[src/rtl/rpt_pkg.sv]
package rpt_pkg;
    // Decoded view of one table address.
    typedef struct packed {
        logic       is_zero;  // address 0
        logic       mirror;   // address 9..15: negate and add 16*C
        logic [1:0] odd_idx;  // which stored odd multiple (1,3,5,7 -> 0..3)
        logic [1:0] shamt;    // left-shift count (trailing zeros)
    } addr_dec_t;
endpackage

[src/rtl/rpt_addr_decode.sv]
module rpt_addr_decode
    import rpt_pkg::*;
(
    input  logic [3:0] addr_i,
    output addr_dec_t  dec_o
);
    logic [3:0] folded;
    logic [3:0] odd_part;

    always_comb begin
        dec_o         = '0;
        dec_o.is_zero = (addr_i == 4'd0);
        dec_o.mirror  = addr_i[3] && (addr_i[2:0] != 3'd0);
        folded        = dec_o.mirror ? (4'd0 - addr_i) : addr_i;
        unique casez (folded)
            4'b???1: dec_o.shamt = 2'd0;
            4'b??10: dec_o.shamt = 2'd1;
            4'b?100: dec_o.shamt = 2'd2;
            4'b1000: dec_o.shamt = 2'd3;
            default: dec_o.shamt = 2'd0;
        endcase
        odd_part      = folded >> dec_o.shamt;
        dec_o.odd_idx = odd_part[2:1];
    end

    // rebuilt index must recreate the address (or its mirror)
    always_comb begin
        if (!dec_o.is_zero) begin
            p_decode_rebuild_r5: assert (
                (dec_o.mirror ? (5'd16 - (5'({dec_o.odd_idx, 1'b1}) << dec_o.shamt))
                              : (5'({dec_o.odd_idx, 1'b1}) << dec_o.shamt))
                == {1'b0, addr_i});
        end
    end
endmodule

[src/rtl/rpt_odd_store.sv]
module rpt_odd_store #(
    parameter int CW = 8,
    localparam int SW = CW + 3
) (
    input  logic                 clk,
    input  logic                 rst_n,
    input  logic                 ld_i,
    input  logic signed [CW-1:0] coef_i,
    output logic [3:0][SW-1:0]   words_o
);
    logic signed [SW-1:0] cx;
    logic [3:0][SW-1:0]   next_w;

    assign cx = SW'(coef_i);

    for (genvar g = 0; g < 4; g++) begin : g_mult
        if (g == 0) begin : g_one
            assign next_w[g] = cx;
        end else if (g == 3) begin : g_seven
            assign next_w[g] = (cx <<< 3) - cx;
        end else begin : g_three_five
            assign next_w[g] = (cx <<< g) + cx;
        end
    end

    always_ff @(posedge clk) begin
        if (!rst_n)
            words_o <= '0;
        else if (ld_i)
            words_o <= next_w;
    end

    // a load writes all four odd multiples at once
    for (genvar g = 0; g < 4; g++) begin : g_chk
        p_load_multiple_r8: assert property (@(posedge clk) disable iff (!rst_n)
            ld_i |=> (int'($signed(words_o[g])) == (2*g+1) * int'($past(coef_i))));
    end

    // no write without the strobe
    p_hold_words_r9: assert property (@(posedge clk) disable iff (!rst_n)
        !ld_i |=> $stable(words_o));
endmodule

[src/rtl/rpt_shift_negate.sv]
module rpt_shift_negate
    import rpt_pkg::*;
#(
    parameter int CW = 8,
    localparam int SW = CW + 3,
    localparam int PW = CW + 5
) (
    input  logic [SW-1:0]        sel_word_i,
    input  logic [SW-1:0]        one_word_i,
    input  addr_dec_t            dec_i,
    output logic signed [PW-1:0] prod_o
);
    logic signed [PW-1:0] sel_x, one_x, shifted, signed_term, bias;

    always_comb begin
        sel_x       = PW'($signed(sel_word_i));
        one_x       = PW'($signed(one_word_i));
        shifted     = sel_x <<< dec_i.shamt;
        signed_term = dec_i.mirror ? -shifted : shifted;
        bias        = dec_i.mirror ? (one_x <<< 4) : '0;
        prod_o      = dec_i.is_zero ? '0 : (signed_term + bias);
    end
endmodule

[src/rtl/reduced_product_table.sv]
module reduced_product_table #(
    parameter int CW = 8,
    localparam int SW = CW + 3,
    localparam int PW = CW + 5
) (
    input  logic                 clk,
    input  logic                 rst_n,
    input  logic                 coef_ld,
    input  logic signed [CW-1:0] coef_in,
    input  logic [3:0]           addr,
    output logic signed [PW-1:0] prod_q
);
    import rpt_pkg::*;

    addr_dec_t            dec;
    logic [3:0][SW-1:0]   words;
    logic signed [PW-1:0] prod_d;

    rpt_addr_decode u_dec (
        .addr_i (addr),
        .dec_o  (dec)
    );

    rpt_odd_store #(.CW(CW)) u_store (
        .clk     (clk),
        .rst_n   (rst_n),
        .ld_i    (coef_ld),
        .coef_i  (coef_in),
        .words_o (words)
    );

    rpt_shift_negate #(.CW(CW)) u_shn (
        .sel_word_i (words[dec.odd_idx]),
        .one_word_i (words[0]),
        .dec_i      (dec),
        .prod_o     (prod_d)
    );

    always_ff @(posedge clk) begin
        if (!rst_n)
            prod_q <= '0;
        else
            prod_q <= prod_d;
    end

    // address zero always yields zero
    p_zero_addr_r3: assert property (@(posedge clk) disable iff (!rst_n)
        (addr == 4'd0) |=> (prod_q == '0));

    // midpoint equals eight times the single multiple held before the edge
    p_midpoint_r4: assert property (@(posedge clk) disable iff (!rst_n)
        (addr == 4'd8) |=> (int'(prod_q) == 8 * int'($signed($past(words[0])))));

    // top entry equals sixteen minus one single multiple
    p_top_entry_r5: assert property (@(posedge clk) disable iff (!rst_n)
        (addr == 4'd15) |=> (int'(prod_q) == 15 * int'($signed($past(words[0])))));
endmodule

[config.mk]
export PLATFORM = sky130hd
export DESIGN_NAME = reduced_product_table
export DESIGN_NICKNAME = d
export VERILOG_FILES = /design/src/rtl/rpt_pkg.sv /design/src/rtl/rpt_addr_decode.sv /design/src/rtl/rpt_odd_store.sv /design/src/rtl/rpt_shift_negate.sv /design/src/rtl/reduced_product_table.sv
export SDC_FILE = /design/constraint.sdc
export NUM_CORES = 1
export LEC_CHECK = 0
export CAP_MARGIN = 30
export CELL_PAD_IN_SITES_DETAIL_PLACEMENT = 0
export CELL_PAD_IN_SITES_GLOBAL_PLACEMENT = 1
export CORE_MARGIN = 2
export CORE_UTILIZATION = 27
export CTS_CLUSTER_SIZE = 10
export DETAILED_ROUTE_END_ITERATION = 12
export DONT_BUFFER_PORTS = 1
export PLACE_DENSITY = 0.6
export SLEW_MARGIN = 40
export SYNTH_ARGS = -nofsm -noshare
export SYNTH_HDL_FRONTEND = slang
export SYNTH_SLANG_ARGS = --single-unit
[constraint.sdc]
create_clock -name clk -period 17.7 [get_ports clk]
set_input_delay 2.655 -clock clk [delete_from_list [all_inputs] [get_ports clk]]
set_output_delay 2.655 -clock clk [all_outputs]
set_load 0.03 [all_outputs]
==> flow_summary.yaml <==
outcome:
  status: "completed"
grt:
  grt_pass1_vias: 3470
  grt_pass1_wl_mm: 18.40
  gr-total-overflow: 0
  grtUsageTotal_pct: 13.88
  grt_max_degree: 45
  antenna_found_initial: 0
final_layout:
  area_growth_pct: 7.195
  drive_gt1_share_pct: 7.911
  antennaDiodeCount: 0
  nNetsFinal: 544
cts:
  cts_made_buffers: 5
  cts_tree: "yes"
  clock_latency_ns: 0.30
  cts_buffer_depth: 2
  cts_setup_buffers: 0
  cts_hold_buf: 0
  clk_pin_slew_ns: 0.07
  clock_sinks: 46
  cts_htree_levels: 2
  cts_resized: 0
  cts-root-buf: "clkbuf_16"
timing:
  setup_ws_ns: 9.031
  fin_crit_sh_pct: 48.98
  hold_slack_ns: 0.5045
  totalNegativeSetupSlack_ns: 0
  setup_viol: 0
  worst_pin_slew_ns: 0.7061
  period_minus_slack_ns: 8.669
  slew_viol_final: 0
  rsz0062_at_grt: "no"
  clock_skew_ns: 0.01035
  timing.slew.headroom_pct: 52.92
  max_freq_mhz: 115.4
  hold_viol: 0
detailed_routing:
  vias: 3532
  firstDrtPassIters: 4
  first_iter_violations: 200
  viasPerCell: 5.017
  drc_errors: 0
  wl_mm: 11.20
  ant_nets: 0
  wl_per_cell_um: 15.91
logic_synthesis:
  synth_top_area_share_pct: 21.70
  synth_top_family_by_area: "compound AO/OA/AOI/OAI gates"
  syn_inst: 511
  synthSimpleGateAreaFrac_pct: 20.17
  synthArstFlopShare_pct: 0
  synth_most_common_cell: "dfxtp_1"
  synth-edff-count: 0
  syn-num-nets: 563
  yosys.area_share.adder_pct: 11.44
  syn-cell-area_mm2: 0.004243
  synthTopCellsByArea: "dfxtp_1 (22%), ha_1 (10%), mux2i_1 (7.1%)"
  synth_common_cells: "dfxtp_1 (46), nor2_1 (40), ha_1 (34), inv_1 (34), nand2_1 (34)"
  muxShareOfSynthArea_pct: 12.18
  yosysUniqueCellTypes: 64
  synth-compound-area-share_pct: 23.00
  synth-main-ff-cell: "dfxtp_1"
  ys_seq_area_share_pct: 21.70
  synth_seq_cells: 46
  synth_xor_area_share_pct: 5.780
  synth_area_leader_cell: "dfxtp_1"
  synth_area_per_cell_um2: 8.303
  yosysWarnings: 0
setup_path:
  worstSetupStartpoint: "addr[0]"
  path_max_fanout: 16
  end_kind: "flip-flop"
  setup.worst_path.class: "in -> reg"
  required_ns: 17.88
  timing.rr.start: "u_store.words_o[36]"
  crit_arrival_ns: 8.84
  critPathLaunchType: "input port"
power_and_ir_drop:
  p_leak_nw: 1.941
  cellPowerDensity_mw_per_mm2: 78.76
  ir_worst_vdd_uv: 40.71
floorplan:
  initial_core_util_pct: 27.81
  io-pin-count: 28
  core_mm2: 0.01526
  die_area_mm2: 0.01673
  die_h_um: 129.4
  die_x_um: 129.4
  row_count: 45
worst_hold_path:
  hold_path_startpoint: "u_store.words_o[18]"
  hold_path.class: "reg -> reg"
placement:
  post-place-ws_ns: 8.767
  place.gp.congestion: 0.9265
  io_buffers: 0
  dp_hpwl_mm: 8.667
flow_run:
  max-cap-violations: 0
## critical path: stages
cell and delay (ns):
inv_1 0.06, ha_1 0.38, ha_1 0.42, nand2b_1 0.62, mux4_2 0.66, mux2i_4 0.47
mux4_2 0.63, o221ai_1 0.27, o21ai_0 0.26, nor2_1 0.32, a21oi_1 0.13, xor2_1 0.18
ha_1 0.31, inv_1 0.05, a21oi_1 0.15, o21ai_0 0.13, a21o_1 0.22, and3_1 0.21
o211a_1 0.24, a2111oi_2 0.36, nand3b_1 0.12
## kinds of logic (layout without fill, tap and decap cells)
logic type | Yosys count | count (layout)
compound gates | 136 | 136
fa+ha+maj | 37 | 37
xor+xnor | 28 | 28
buf+inv | 61 | 43
mux | 43 | 43
simple gates | 160 | 160
flops | 46 | 46
## placed cells by master, fill, tap and decap left out, types with 4 or more instances in the layout
cell type  instances
and3_1             5
mux2i_1           30
nand2b_1          10
o211ai_1          11
clkbuf_16          5
nor2_1            40
xor2_1            12
o22ai_1            4
nor3_1             7
nor2b_1           30
o211a_1            8
o21ai_0           29
nand3_1            4
ha_1              34
dfxtp_1           46
mux4_2             5
a21o_1            11
a211o_1            4
a21oi_1           28
a21boi_0           6
xnor2_1           16
inv_1             34
a211oi_1           6
and2_1             7
mux2_2             6
nand2_1           34
## final timing paths
path,to,slack [ns],cells after the start
max,prod_q[12],9.03,21
min,u_store.words_o[18],0.50,1
max reg2reg,prod_q[12],13.30,19
min reg2reg,u_store.words_o[18],0.50,1
## power breakdown
group | internal (mW) | leakage, nW | total [mW] | switching (mW)
Combinational | 0.0558 | 1.49 | 0.125 | 0.0689
Sequential | 0.116 | 0.381 | 0.137 | 0.0213
Clock | 0.0524 | 0.0698 | 0.0963 | 0.0439
Total | 0.224 | 1.94 | 0.358 | 0.134
## per-layer routing
metal / routed length [µm] / vias up / GRT usage [%] / part of all wire, %
met5: 0 / - / 0 / 0
met4: 157 / 0 / 3.900 / 1.4
met3: 397 / 12 / 2.725 / 3.5
met2: 5016 / 68 / 21.98 / 45
met1: 5630 / 1668 / 19.20 / 50
li1: - / 1784 / - / -
## final cells by class
class	instances	area (µm²)
sequential	46	920.9
clock buffer	5	125.1
multi-input combinational	404	3082
timing repair buffer	1	7.507
fill	1620	10710
clock inverter	3	21.27
inverter	34	127.6
tap	211	264.0
## stage by stage
step           util [%]  instances  total power, mW  cell area [µm²]
6_report          29.81        704           0.3582             4548
5_1_grt           29.81        704           0.3821             4548
4_1_cts           29.81        704           0.3615             4548
3_5_place_dp      28.85        696           0.2640             4402
3_3_place_gp      28.83        696           0.2629             4399
2_1_floorplan         -        511           0.2411             4243
## flip-flops by register name, summed over array words and instances (netlist names)
signal           cells
u_store.words_o     33
prod_q              13
No activity file was read; power rests on OpenSTA's default activity.
